## config.mk

```make
export PLATFORM = sky130hd
export DESIGN_NAME = lmt_timer
export DESIGN_NICKNAME = d
export VERILOG_FILES = /design/src/rtl/tmr_pkg.sv /design/src/rtl/tmr_decode.sv /design/src/rtl/tmr_core.sv /design/src/rtl/tmr_rdmux.sv /design/src/rtl/lmt_timer.sv
export SDC_FILE = /design/constraint.sdc
export NUM_CORES = 1
export LEC_CHECK = 0
export BUFFER_PORTS_ARGS = -buffer_cell sky130_fd_sc_hd__buf_2
export CAP_MARGIN = 10
export CORE_ASPECT_RATIO = 2
export CORE_MARGIN = 8
export CORE_UTILIZATION = 40
export CTS_CLUSTER_SIZE = 8
export DETAILED_ROUTE_END_ITERATION = 6
export GPL_ROUTABILITY_DRIVEN = 1
export GPL_TIMING_DRIVEN = 0
export SYNTH_ARGS = -nofsm -noshare
export SYNTH_HDL_FRONTEND = slang
export SYNTH_SLANG_ARGS = --single-unit
export TNS_END_PERCENT = 10
```

## constraint.sdc

```tcl
create_clock -name clk -period 7.9 [get_ports clk]
set_input_delay 1.185 -clock clk [delete_from_list [all_inputs] [get_ports clk]]
set_output_delay 1.185 -clock clk [all_outputs]
set_load 0.02 [all_outputs]
```

## src/rtl/tmr_pkg.sv

```systemverilog
package tmr_pkg;

    typedef enum logic [2:0] {
        SLOT_LIMIT = 3'd0,
        SLOT_COUNT = 3'd1,
        SLOT_LIMNR = 3'd2,
        SLOT_STAT  = 3'd3,
        SLOT_MODE  = 3'd4
    } slot_e;

    typedef struct packed {
        logic ld_restart;
        logic ld_keep;
        logic ack;
    } tmr_cmd_t;

endpackage

```

## src/rtl/tmr_decode.sv

```systemverilog
module tmr_decode
    import tmr_pkg::*;
#(
    parameter int ADDR_W = 5,
    localparam int WORD_W = ADDR_W - 2
) (
    input  logic              req,
    input  logic              we,
    input  logic [ADDR_W-1:0] addr,
    input  logic [3:0]        be,
    output tmr_cmd_t          cmd,
    output logic              rd_ok,
    output logic [WORD_W-1:0] word
);

    logic ok;

    always_comb begin
        ok    = req && (be == 4'hF) && (addr[1:0] == 2'b00);
        word  = addr[ADDR_W-1:2];
        rd_ok = ok && !we;
        cmd   = '0;
        cmd.ld_restart = ok && we  && (word == WORD_W'(SLOT_LIMIT));
        cmd.ld_keep    = ok && we  && (word == WORD_W'(SLOT_LIMNR));
        cmd.ack        = ok && !we && (word == WORD_W'(SLOT_LIMIT));
    end

endmodule

```

## src/rtl/tmr_core.sv

```systemverilog
module tmr_core
    import tmr_pkg::*;
#(
    parameter int CNT_W = 22
) (
    input  logic             clk,
    input  logic             rst_n,
    input  logic             tick,
    input  tmr_cmd_t         cmd,
    input  logic [CNT_W-1:0] wlim,
    output logic [CNT_W-1:0] cnt_q,
    output logic [CNT_W-1:0] lim_q,
    output logic             rch_q,
    output logic             irq_q
);

    typedef struct packed {
        logic [CNT_W-1:0] limit;
        logic [CNT_W-1:0] count;
        logic             reached;
        logic             irq;
    } st_t;

    st_t st_d, st_q;
    logic armed;

    always_comb begin
        st_d  = st_q;
        armed = (st_q.limit != '0);
        if (cmd.ld_restart) begin
            st_d.limit = wlim;
            st_d.count = '0;
            st_d.irq   = 1'b0;
        end else begin
            if (cmd.ld_keep) begin
                st_d.limit = wlim;
            end
            if (cmd.ack) begin
                st_d.reached = 1'b0;
                st_d.irq     = 1'b0;
            end
            if (tick) begin
                if (armed && (st_q.count == st_q.limit)) begin
                    st_d.count = '0;
                end else begin
                    st_d.count = st_q.count + CNT_W'(1);
                end
                if (armed && (st_d.count == st_q.limit)) begin
                    st_d.reached = 1'b1;
                    st_d.irq     = 1'b1;
                end
            end
        end
    end

    always_ff @(posedge clk or negedge rst_n) begin
        if (!rst_n) begin
            st_q <= '0;
        end else begin
            st_q <= st_d;
        end
    end

    assign cnt_q = st_q.count;
    assign lim_q = st_q.limit;
    assign rch_q = st_q.reached;
    assign irq_q = st_q.irq;

endmodule

```

## src/rtl/tmr_rdmux.sv

```systemverilog
module tmr_rdmux
    import tmr_pkg::*;
#(
    parameter int CNT_W    = 22,
    parameter int TICK_LSB = 9,
    parameter int WORD_W   = 3,
    localparam int DATA_W  = CNT_W + TICK_LSB + 1
) (
    input  logic              rd_ok,
    input  logic [WORD_W-1:0] word,
    input  logic [CNT_W-1:0]  lim,
    input  logic [CNT_W-1:0]  cnt,
    input  logic              rch,
    output logic [DATA_W-1:0] rdata
);

    always_comb begin
        rdata = '0;
        if (rd_ok) begin
            case (word)
                WORD_W'(SLOT_LIMIT): rdata = {1'b0, lim, {TICK_LSB{1'b0}}};
                WORD_W'(SLOT_COUNT): rdata = {rch, cnt, {TICK_LSB{1'b0}}};
                default:             rdata = '0;
            endcase
        end
    end

endmodule

```

## src/rtl/lmt_timer.sv

```systemverilog
module lmt_timer
    import tmr_pkg::*;
#(
    parameter int ADDR_W   = 5,
    parameter int TICK_LSB = 9,
    localparam int CNT_W   = 31 - TICK_LSB,
    localparam int WORD_W  = ADDR_W - 2
) (
    input  logic              clk,
    input  logic              rst_n,
    input  logic              req,
    input  logic              we,
    input  logic [ADDR_W-1:0] addr,
    input  logic [3:0]        be,
    input  logic [31:0]       wdata,
    output logic [31:0]       rdata,
    input  logic              tick,
    output logic              irq
);

    tmr_cmd_t          cmd;
    logic              rd_ok;
    logic [WORD_W-1:0] word;
    logic [CNT_W-1:0]  cnt_q;
    logic [CNT_W-1:0]  lim_q;
    logic              rch_q;
    logic              unused_wbits;

    assign unused_wbits = ^{wdata[31], wdata[TICK_LSB-1:0]};

    tmr_decode #(.ADDR_W(ADDR_W)) u_dec (
        .req   (req),
        .we    (we),
        .addr  (addr),
        .be    (be),
        .cmd   (cmd),
        .rd_ok (rd_ok),
        .word  (word)
    );

    tmr_core #(.CNT_W(CNT_W)) u_core (
        .clk   (clk),
        .rst_n (rst_n),
        .tick  (tick),
        .cmd   (cmd),
        .wlim  (wdata[TICK_LSB +: CNT_W]),
        .cnt_q (cnt_q),
        .lim_q (lim_q),
        .rch_q (rch_q),
        .irq_q (irq)
    );

    tmr_rdmux #(.CNT_W(CNT_W), .TICK_LSB(TICK_LSB), .WORD_W(WORD_W)) u_rd (
        .rd_ok (rd_ok),
        .word  (word),
        .lim   (lim_q),
        .cnt   (cnt_q),
        .rch   (rch_q),
        .rdata (rdata)
    );

endmodule

```

# After elaboration in Yosys (flattened, before gate mapping)
# Index checks and enable logic that the tools add are counted.
# op_classes
addsub	1
n_eq_ne	5
mux	11
n_reduce_logical	15
# ops
operator	n
2-to-1 mux 22 bit	4
one-hot mux 32 bit (2 select lines)	1
== test 22 bit	2
2-to-1 mux 44 bit	1
2-to-1 mux 32 bit	1
2-to-1 mux 24 bit	1
adder 22 x 1 -> 22 bit, second input constant	1
nonzero test 22 bit	1
logical AND 1 bit	9
== test 4 bit, second input constant	1
2-to-1 mux 2 bit	2
nonzero test 2 bit	2
== test 3 x 1 -> 1 bit, second input constant	1
== test 3 x 2 -> 1 bit, second input constant	1
zero test 3 bit	1
zero test 2 bit	1
zero test 1 bit	1
2-to-1 mux 1 bit	1
# word_totals
ff_bits	46
in_bits	46
output_inout_bits	33
elab_cells	36

# Logic depth before layout (Yosys ltp)
# Gate-level depths: netlist (run 1).
# logic_depth
depth_word	11
depth_mapped	11
mapped_depth_nobuf	9

# Modules after synthesis
# From an unflattened synthesis (run 1), not the netlist that was laid out.
# unflattened
hier_cells	407
hier_area_um2	3712.3
# modules_own_cells
module	n_inst	cells_each	area_per_inst_um2	seq_area_each_um2
tmr_core	1	332	3173.0	1151.1
tmr_rdmux	1	63	441.7	0.0
tmr_decode	1	12	97.6	0.0

# Least setup slack after synthesis (run 1)
# OpenSTA, ideal clock, no wires.
# synth_timing
path_type	input port to output port
from	in addr[4]
to	out rdata[11]
t_arrival_ps	2574
required_time_ps	6715
slack_ps	4141
stages	6
path_buffers	2
cell_sequence	nor4bb_1 nand4_1 or3_1 clkbuf_1 clkbuf_1 nor2_1
# synth_via
elab_chain_len	3
word_cells_on_any_way	4
cone_classes	eq/ne: 1; mux: 2; reduce/logical: 1
# synth_rtl
element	line_no	text
start, declared	lmt_timer.sv:13	input logic [ADDR_W-1:0] addr,
== test 3 x 1 -> 1 bit / zero test 3 bit (equally long branches)	tmr_rdmux.sv:20	case (word)
one-hot mux 32 bit (2 select lines) (*)	tmr_rdmux.sv:20	
2-to-1 mux 32 bit (*)	tmr_rdmux.sv:19	if (rd_ok) begin
end, declared	lmt_timer.sv:16	output logic [31:0] rdata,
# Mark *: on every way between the ends. The rest lies on a longest branch, timed or not.

# Final worst setup path (run 1)
# layout_timing
from	in addr[4]
to	out rdata[15]
# Same word-level chain as after synthesis.

==> results.json, run 1 <==
{
  "outcome": "finished, final reports clean",
  "crit_fanout": 10,
  "routed_wl_mm": 12.6,
  "synthFlopType": "dfrtp_1",
  "vias": 3607,
  "clockBufferDepth": 2,
  "diodes": 0,
  "synth_compound_area_frac": 0.156,
  "synth-seq-cells": 46,
  "cp.buffers_inverters": 4,
  "p_int_mw": 0.465,
  "nets": 562,
  "cpMaxStageDelayCell": "or3_1",
  "synth_cells": 441,
  "fmax_mhz": 240,
  "ys_seq_area_frac": 0.302,
  "clkPwrFrac": 0.369,
  "power_mw": 0.669,
  "placed_area_um2": 4270,
  "gp_congestion": 0.949,
  "core_area_um2": 9320,
  "start_kind": "primary input",
  "tns_ns": 0,
  "synthSimpleGateAreaFrac": 0.212,
  "slew_headroom": 0.272,
  "cts_buffers": 5,
  "syn_to_final_growth_pct": 16.3,
  "remaining_drc_errors": 0,
  "clk_pin_slew_ns": 0.07,
  "worstPathRequired_ns": 6.71,
  "syn_avg_cell_area_um2": 8.65,
  "rsz0062_at_grt": "no",
  "synthDistinctLibCells": 66,
  "tritoncts": "yes",
  "path_class": "in -> out",
  "die_h_um": 154,
  "grtUsageTotal": 0.194,
  "end_kind": "output pin",
  "p_sw_frac": 0.305,
  "fill_cells": 927,
  "root_buffer": "clkbuf_16",
  "dr.pass1.iters": 5,
  "period_needed_ns": 4.17,
  "yosys-mux-area-fraction": 0.117,
  "drt-wirelength-per-cell_um": 20.2,
  "finalCritPeriodShare": 0.528,
  "drive_gt1_frac": 0.240,
  "synth_edf_count": 0,
  "worstPathArrival_ns": 2.99,
  "yosys.area.top_type": "dfrtp_1",
  "yosys-top-cells-area": "dfrtp_1, xor2_1, mux2_2",
  "worst_pin_slew_ns": 1.08,
  "synth_xor_xnor_area_share": 0.119,
  "drt_iter0_drc": 415,
  "initial_utilization": 0.409,
  "crit_family": "simple AND/OR/NAND/NOR gates",
  "clk_latency_ns": 0.30,
  "ant_nets": 0,
  "grt_pass1_vias": 3650,
  "hold_path.class": "reg -> reg",
  "setup-violations-final": 0,
  "synth_top_cell_area_share": 0.302,
  "cap_violations": 0,
  "design_area_um2": 4440,
  "gr-total-overflow": 0,
  "cts_htree_levels": 2,
  "postCtsSetupBuffers": 0,
  "cts_hold_buffers": 0,
  "max_stage_delay_ns": 0.34,
  "critical_path.cell_chain": "buf_2 -> nor4bb_1 -> nand4_1 -> or3_1 -> clkbuf_1 -> clkbuf_1 -> nor2_1 -> buf_2",
  "die_area_um2": 13100,
  "netlist_top_cells_count": "nor2_1, dfrtp_1, o21ai_0, xor2_1, nand2_1",
  "hpwl_mm": 9.64,
  "synth_fa_ha_area_frac": 0.00328,
  "std_cell_rows": 50,
  "seqPwrFrac": 0.388,
  "final.setup.worst_slack_ns": 3.73,
  "die_w_um": 85.1,
  "p_comb_frac": 0.243,
  "async_flop_share": 1.00,
  "p_sw_mw": 0.204,
  "drv_slew": 0,
  "fin_worst_skew_ns": 0.00656,
  "antenna_found_initial": 0,
  "grt_max_degree": 47,
  "vias_per_cell": 5.82,
  "p_leak_nw": 2.07,
  "synth_top_family_by_area": "simple AND/OR/NAND/NOR gates",
  "ys.warnings.count": 0,
  "powerDensity_nw_per_um2": 151,
  "io_buffers": 58,
  "synth_most_common_cell": "nor2_1",
  "ctsResizeCount": 0,
  "final_hold_viol_count": 0,
  "dpl_worst_slack_ns": 3.72,
  "synth_area_um2": 3820,
  "ir_drop_mv": 0.0939,
  "pin_count": 79,
  "grt_pass1_wl_mm": 19.7,
  "clock-sinks": 46
}
[placed cells by master, fill, tap and decap left out, types with 8 or more instances in the layout]
master / Yosys / final
a21oi_1: 12 / 12
buf_2: 2 / 60
buf_4: 22 / 22
clkbuf_1: 23 / 24
conb_1: 1 / 9
dfrtp_1: 46 / 46
inv_1: 8 / 8
mux2_2: 20 / 20
mux2i_1: 22 / 22
nand2_1: 28 / 28
nand3_1: 8 / 8
nand4_1: 8 / 8
nor2_1: 53 / 53
nor4_1: 13 / 13
o21ai_0: 38 / 38
xnor2_1: 14 / 14
xor2_1: 30 / 30
[metal layers]
| metal | vias up | share of wire | GRT usage |
|---|---|---|---|
| li1 | 1687 | - | - |
| met3 | 47 | 0.048 | 0.0294 |
| met5 | - | 0 | 0 |
| met4 | 0 | 0.055 | 0.140 |
| met2 | 167 | 0.53 | 0.353 |
| met1 | 1706 | 0.37 | 0.192 |
[logic make-up (layout without fill, tap and decap cells)]
kind of cell / count (synthesis) / count (layout)
other: 1 / 9
flip-flops: 46 / 46
AND/OR/NAND/NOR: 150 / 150
XOR/XNOR: 47 / 47
buffers and inverters: 61 / 128
AO/OA/AOI/OAI: 93 / 93
multiplexers: 42 / 42
adder cells (fa/ha/maj): 1 / 1
[registers in the layout, indices dropped and copies added (netlist names)]
name          flops
u_core.cnt_q     22
u_core.irq_q      1
u_core.lim_q     22
u_core.rch_q      1
[power groups by stage]
stage,Combinational (mW),Sequential (mW),Clock [mW]
floorplan,0.115,0.260,0
global placement,0.158,0.263,0
detailed placement,0.160,0.263,0
CTS,0.161,0.259,0.249
global route,0.177,0.260,0.262
finish,0.163,0.259,0.247
[final cells by class]
class | count | area (um2) | share of cell area
Tap cell | 104 | 130 | 0.0293
Inverter | 8 | 30.0 | 0.00677
Buffer | 53 | 315 | 0.0710
Multi-Input combinational cell | 342 | 2350 | 0.529
Clock buffer | 6 | 129 | 0.0290
Sequential cell | 46 | 1150 | 0.259
Clock inverter | 2 | 37.5 | 0.00846
Timing Repair Buffer | 59 | 295 | 0.0665
[worst reg2reg max path, stage by stage (launching register included)]
cell	delay [ns]
dfrtp_1	0.48
ha_1	0.39
nand4_4	0.19
or4_4	0.60
or3_1	0.42
a2111o_1	0.43
a21o_1	0.17
a222oi_1	0.47
o211ai_1	0.22
o21ai_1	0.20
[worst paths after layout]
path	startpoint	to	slack, ns	cells after the start
worst max-delay path	addr[4]	rdata[15]	3.73	8
worst min-delay path	u_core.rch_q	u_core.rch_q	0.54	2
worst max register to register	u_core.cnt_q[1]	u_core.irq_q	4.28	9
worst min register to register	u_core.rch_q	u_core.rch_q	0.54	2
max in group asynchronous	rst_n	u_core.lim_q[14]	6.15	1
min in group asynchronous	rst_n	u_core.cnt_q[3]	1.08	1
[through the flow]
step / util / std cells / hold WS (ns)
after floorplan: - / 449 / 0.483
final: 0.476 / 620 / 0.537
after global placement: 0.458 / 611 / 0.510
after global routing: 0.476 / 620 / 0.578
after detailed placement: 0.458 / 611 / 0.529
after CTS: 0.476 / 619 / 0.542
Note: power is estimated with default switching activity, not from simulation.
==> run 2: changes to the inputs <==
- ABC_AREA: default -> 1
- clock period: 7.9 -> 4.04 ns (I/O delays scaled with it)
==> run 2 against run 1 <==
Against the previous run:
- total power rose by 110%
- final cell count rose by 11%
- highest routed layer unchanged
- critical path depth fell by 2
- setup slack got worse by 2.5 ns
- count of clock-buffer cells in the layout rose by 1
- largest cell class unchanged
- worst hold slack got worse by 0.027 ns
- clock power rose by 62%
==> results.json, run 2 <==
{
  "outcome": "finished, final reports clean",
  "worstPathRequired_ns": 3.43,
  "clockBufferDepth": 2,
  "cts_hold_buffers": 0,
  "ys_seq_area_frac": 0.336,
  "yosys-mux-area-fraction": 0,
  "final.setup.worst_slack_ns": 1.22,
  "dr.pass1.iters": 4,
  "crit_family": "simple AND/OR/NAND/NOR gates",
  "crit_fanout": 10,
  "vias_per_cell": 5.03,
  "grt_pass1_wl_mm": 17.9,
  "critical_path.cell_chain": "buf_2 -> nor4_2 -> nand3_1 -> clkbuf_1 -> o22ai_1 -> buf_2",
  "routed_wl_mm": 11.3,
  "root_buffer": "clkbuf_16",
  "rrSetupSlack_ns": 1.78,
  "ant_nets": 0,
  "gp_congestion": 0.921,
  "pin_count": 79,
  "p_comb_frac": 0.288,
  "slew_headroom": 0.291,
  "synth_edf_count": 0,
  "async_flop_share": 1.00,
  "cts_htree_levels": 2,
  "start_kind": "primary input",
  "cpMaxStageDelayCell": "nor4_2",
  "cap_violations": 0,
  "antenna_found_initial": 0,
  "cp.buffers_inverters": 3,
  "core_area_um2": 8470,
  "final_hold_viol_count": 0,
  "syn_to_final_growth_pct": 17.0,
  "std_cell_rows": 48,
  "worst_pin_slew_ns": 1.06,
  "p_sw_frac": 0.367,
  "tritoncts": "yes",
  "remaining_drc_errors": 0,
  "tns_ns": 0,
  "nets": 637,
  "yosys-top-cells-area": "dfrtp_1, nand2_1, o22ai_1",
  "fin_worst_skew_ns": 0.00437,
  "ys.warnings.count": 0,
  "p_int_mw": 0.899,
  "die_area_um2": 12000,
  "synth-seq-cells": 46,
  "die_h_um": 147,
  "reg2regPathDepth": 14,
  "p_sw_mw": 0.521,
  "ctsResizeCount": 0,
  "diodes": 0,
  "hold_path.class": "in -> async",
  "mostFrequentLayoutCells": "nand2_1, buf_2, inv_1",
  "path_class": "in -> out",
  "synth_area_um2": 3430,
  "powerDensity_nw_per_um2": 354,
  "clk_pin_slew_ns": 0.06,
  "max_stage_delay_ns": 0.39,
  "clk_latency_ns": 0.29,
  "netlist_top_cells_count": "nand2_1, inv_1, nor2_1, dfrtp_1, o22ai_1",
  "grtUsageTotal": 0.193,
  "dpl_worst_slack_ns": 1.19,
  "vias": 3470,
  "r2r_end": "u_core.irq_q",
  "clock-sinks": 46,
  "synth_fa_ha_area_frac": 0.00365,
  "p_leak_nw": 2.06,
  "gr-total-overflow": 0,
  "postCtsSetupBuffers": 0,
  "drt-wirelength-per-cell_um": 16.4,
  "fmax_mhz": 354,
  "drv_slew": 0,
  "r2r-start": "u_core.lim_q[7]",
  "fin_util": 0.474,
  "hpwl_mm": 8.74,
  "seqPwrFrac": 0.429,
  "yosys.area.top_type": "dfrtp_1",
  "grt_max_degree": 47,
  "period_needed_ns": 2.82,
  "synth_top_family_by_area": "simple AND/OR/NAND/NOR gates",
  "synthSimpleGateAreaFrac": 0.349,
  "die_w_um": 81.5,
  "drive_gt1_frac": 0.185,
  "initial_utilization": 0.405,
  "end_kind": "output pin",
  "grt_pass1_vias": 3469,
  "synthDistinctLibCells": 31,
  "setup-violations-final": 0,
  "drt_iter0_drc": 224,
  "synth_compound_area_frac": 0.123,
  "synth_cells": 516,
  "layout_commonest_cell": "nand2_1",
  "clkPwrFrac": 0.282,
  "rsz0062_at_grt": "no",
  "cts_buffers": 5,
  "synth_top_cell_area_share": 0.336,
  "ir_drop_mv": 0.234,
  "syn_avg_cell_area_um2": 6.65,
  "worstPathArrival_ns": 2.22,
  "finalCritPeriodShare": 0.699,
  "cp_common_cell": "buf_2",
  "synthFlopType": "dfrtp_1",
  "synth_xor_xnor_area_share": 0.0690,
  "synth_most_common_cell": "nand2_1",
  "io_buffers": 59
}
-- run 2: cell types whose count changed after synthesis, moves of 14 or more --
cell / before / now
inv_1: 8 / 58
clkbuf_1: 23 / 9
mux2i_1: 22 / 0
o22ai_1: 2 / 44
nand2_1: 28 / 163
mux2_2: 20 / 0
nand3_1: 8 / 32
o21ai_0: 38 / 24
-- run 2: stage by stage --
step | instances | area (um2) | hold WS, ns | power [mW]
6_report | 690 | 4010 | 0.510 | 1.42
5_1_grt | 690 | 4010 | 0.522 | 1.51
4_1_cts | 690 | 4010 | 0.514 | 1.42
3_5_place_dp | 683 | 3880 | 0.611 | 1.02
3_3_place_gp | 683 | 3880 | 0.622 | 1.02
2_1_floorplan | 524 | 3460 | 0.310 | 0.902
-- run 2: worst max-delay path by stage --
| stage | from | cells after the start | endpoint |
|---|---|---|---|
| floorplan | addr[2] | 5 | rdata[30] |
| global placement | addr[1] | 6 | rdata[26] |
| detailed placement | addr[1] | 6 | rdata[26] |
| CTS | addr[1] | 6 | rdata[26] |
| global route | be[1] | 7 | rdata[26] |
| finish | addr[1] | 6 | rdata[26] |
-- run 2: worst reg2reg max path: stages (launching register included) --
cell	delay [ns]
dfrtp_1	0.41
nor2_1	0.14
nand2_1	0.10
nor2_1	0.10
nand2_1	0.07
nor2_1	0.15
nor2_2	0.08
nand2_4	0.13
buf_4	0.23
nand2_1	0.10
nand2_1	0.10
nand2_1	0.07
nor2_1	0.18
nand4_1	0.17
o21bai_1	0.17
-- run 2: per-layer routing --
metal  wire, um  up-vias  part of all wire  GRT usage
li1           -     1778                 -          -
met2       5750       95              0.51      0.332
met4        210        0             0.019     0.0568
met3        641       15             0.057     0.0330
met1       4690     1582              0.42      0.233
met5          0        -                 0          0
-- run 2: final cells by class --
type,instances,area [um2]
fill,928,4460
multi-input combinational,386,1900
sequential,46,1150
timing repair buffer,59,295
inverter,66,248
buffer,26,159
clock buffer,7,133
tap,100,125
-- run 2: cells by family after synthesis --
family                   Yosys count
buffers and inverters             92
other                              1
XOR/XNOR                          27
adder cells (fa/ha/maj)            1
AO/OA/AOI/OAI                     72
flip-flops                        46
AND/OR/NAND/NOR                  277
-- run 2: power by group through the flow --
| stage | combinational, mW | clock (mW) | sequential [mW] |
|---|---|---|---|
| 2_1_floorplan | 0.311 | 0 | 0.591 |
| 3_3_place_gp | 0.402 | 0 | 0.615 |
| 3_5_place_dp | 0.404 | 0 | 0.615 |
| 4_1_cts | 0.408 | 0.408 | 0.607 |
| 5_1_grt | 0.466 | 0.425 | 0.618 |
| 6_report | 0.409 | 0.401 | 0.609 |
==> run 3: changes to the inputs <==
- clock period: 4.04 -> 2.4 ns (I/O delays scaled with it)
==> run 3 against run 2 <==
Against the previous run:
- via count increased by 0.66%
- non-clock buffer count unchanged
- setup slack got worse by 1.1 ns
- clock skew increased by 0.00075 ns
- cell area increased by 0.53%
- final cell count unchanged
- count of clock-buffer cells in the layout unchanged
- first-iteration DRC count increased by 3.1%
- die area unchanged
- sequential cell count unchanged
- largest power group unchanged
==> results.json, run 3 (synthesis gave the netlist of run 2 again) <==
{
  "outcome": "finished, final reports clean",
  "fmax_mhz": 446,
  "fin_worst_skew_ns": 0.00512,
  "diodes": 0,
  "cts_buffers": 5,
  "gr-total-overflow": 0,
  "die_h_um": 147,
  "pin_count": 79,
  "slew_headroom": 0.289,
  "cts_htree_levels": 2,
  "gp_congestion": 0.921,
  "setup-violations-final": 0,
  "finalCritPeriodShare": 0.935,
  "final_hold_viol_count": 0,
  "power_mw": 2.40,
  "worst_pin_slew_ns": 1.07,
  "cap_violations": 0,
  "syn_to_final_growth_pct": 17.6,
  "tritoncts": "yes",
  "std_cell_rows": 48,
  "remaining_drc_errors": 0,
  "whs_ns": 0.264,
  "cts_hold_buffers": 0,
  "start_kind": "register",
  "grt_max_degree": 47,
  "drt_iter0_drc": 231,
  "vias": 3493,
  "drive_gt1_frac": 0.190,
  "routed_wl_mm": 11.4,
  "drv_slew": 0,
  "ant_nets": 0,
  "stdcell_count": 690,
  "root_buffer": "clkbuf_16",
  "layout_commonest_cell": "nand2_1",
  "period_needed_ns": 2.24,
  "fin_util": 0.476,
  "vias_per_cell": 5.06,
  "dr.pass1.iters": 5,
  "grtUsageTotal": 0.193,
  "tns_ns": 0,
  "worstPathRequired_ns": 2.62,
  "grt_pass1_vias": 3469,
  "clock-sinks": 46,
  "p_leak_nw": 2.07,
  "ir_drop_mv": 0.392,
  "core_area_um2": 8470,
  "io_buffers": 59,
  "rsz0062_at_grt": "no",
  "antenna_found_initial": 0,
  "initial_utilization": 0.405,
  "end_kind": "register",
  "powerDensity_nw_per_um2": 594,
  "clk_pin_slew_ns": 0.06,
  "path_class": "reg -> reg",
  "clockBufferDepth": 2,
  "worstPathArrival_ns": 2.46,
  "drt-wirelength-per-cell_um": 16.5,
  "die_w_um": 81.5,
  "nets": 637,
  "grt_pass1_wl_mm": 17.9,
  "dp_cells": 683,
  "crit_fanout": 5,
  "clk_latency_ns": 0.29,
  "hpwl_mm": 8.74,
  "die_area_um2": 12000,
  "mostFrequentLayoutCells": "nand2_1, buf_2, inv_1",
  "hold_path.class": "in -> async"
}
## run 3: where the power goes
part | total [mW] | switching [mW] | internal [mW]
combinational | 0.696 | 0.440 | 0.256
clock | 0.674 | 0.292 | 0.382
sequential | 1.03 | 0.151 | 0.875
## run 3: final cells by class
cell class              instances  area (um2)
fillers                       927        4430
multi-input cells             386        1920
flip-flops and latches         46        1150
repair buffers                 59         295
inverters                      66         248
plain buffers                  26         164
clock buffers                   7         133
well taps                     100         125
## run 3: what timing repair did
item | 4_1_cts | 5_1_grt
gates resized for setup | 0 | 7
endpoints found under the setup margin | 0 | 18
buffers inserted | 0 | 0
## run 3: metal layers
layer | global-route usage | wire length, um | vias up
met5 | 0 | 0 | -
met2 | 0.332 | 5780 | 109
met1 | 0.233 | 4710 | 1589
met3 | 0.0330 | 650 | 15
li1 | - | - | 1780
met4 | 0.0568 | 212 | 0
## run 3: final timing paths
| kind | start | slack (ns) | cells past startpoint | endpoint |
|---|---|---|---|---|
| worst max-delay path | u_core.cnt_q[1] | 0.16 | 15 | u_core.irq_q |
| worst min-delay path | rst_n | 0.26 | 1 | u_core.lim_q[18] |
| worst max register to register | u_core.cnt_q[1] | 0.16 | 15 | u_core.irq_q |
| worst min register to register | u_core.irq_q | 0.64 | 2 | u_core.irq_q |
| max in group asynchronous | rst_n | 1.48 | 1 | u_core.lim_q[4] |
| min in group clk | wdata[25] | 0.27 | 3 | u_core.lim_q[16] |
## run 3: critical path: stages, from the launching register on
cell	delay, ns
dfrtp_1	0.42
ha_1	0.21
nand2_2	0.07
nor2_2	0.14
inv_2	0.07
nor2_4	0.20
nand3_1	0.13
xor2_1	0.19
nand2_1	0.10
nand2_1	0.06
nand2_1	0.05
nor2_1	0.16
nand2_1	0.08
nor2_1	0.09
nand2_1	0.08
o21bai_1	0.12
## run 3: stage by stage
step / area [um2] / setup slack (ns)
3_3_place_gp: 3880 / 0.0226
4_1_cts: 4010 / 0.0449
2_1_floorplan: 3460 / 0.520
6_report: 4030 / 0.156
5_1_grt: 4030 / 0.0287
3_5_place_dp: 3880 / 0.0343
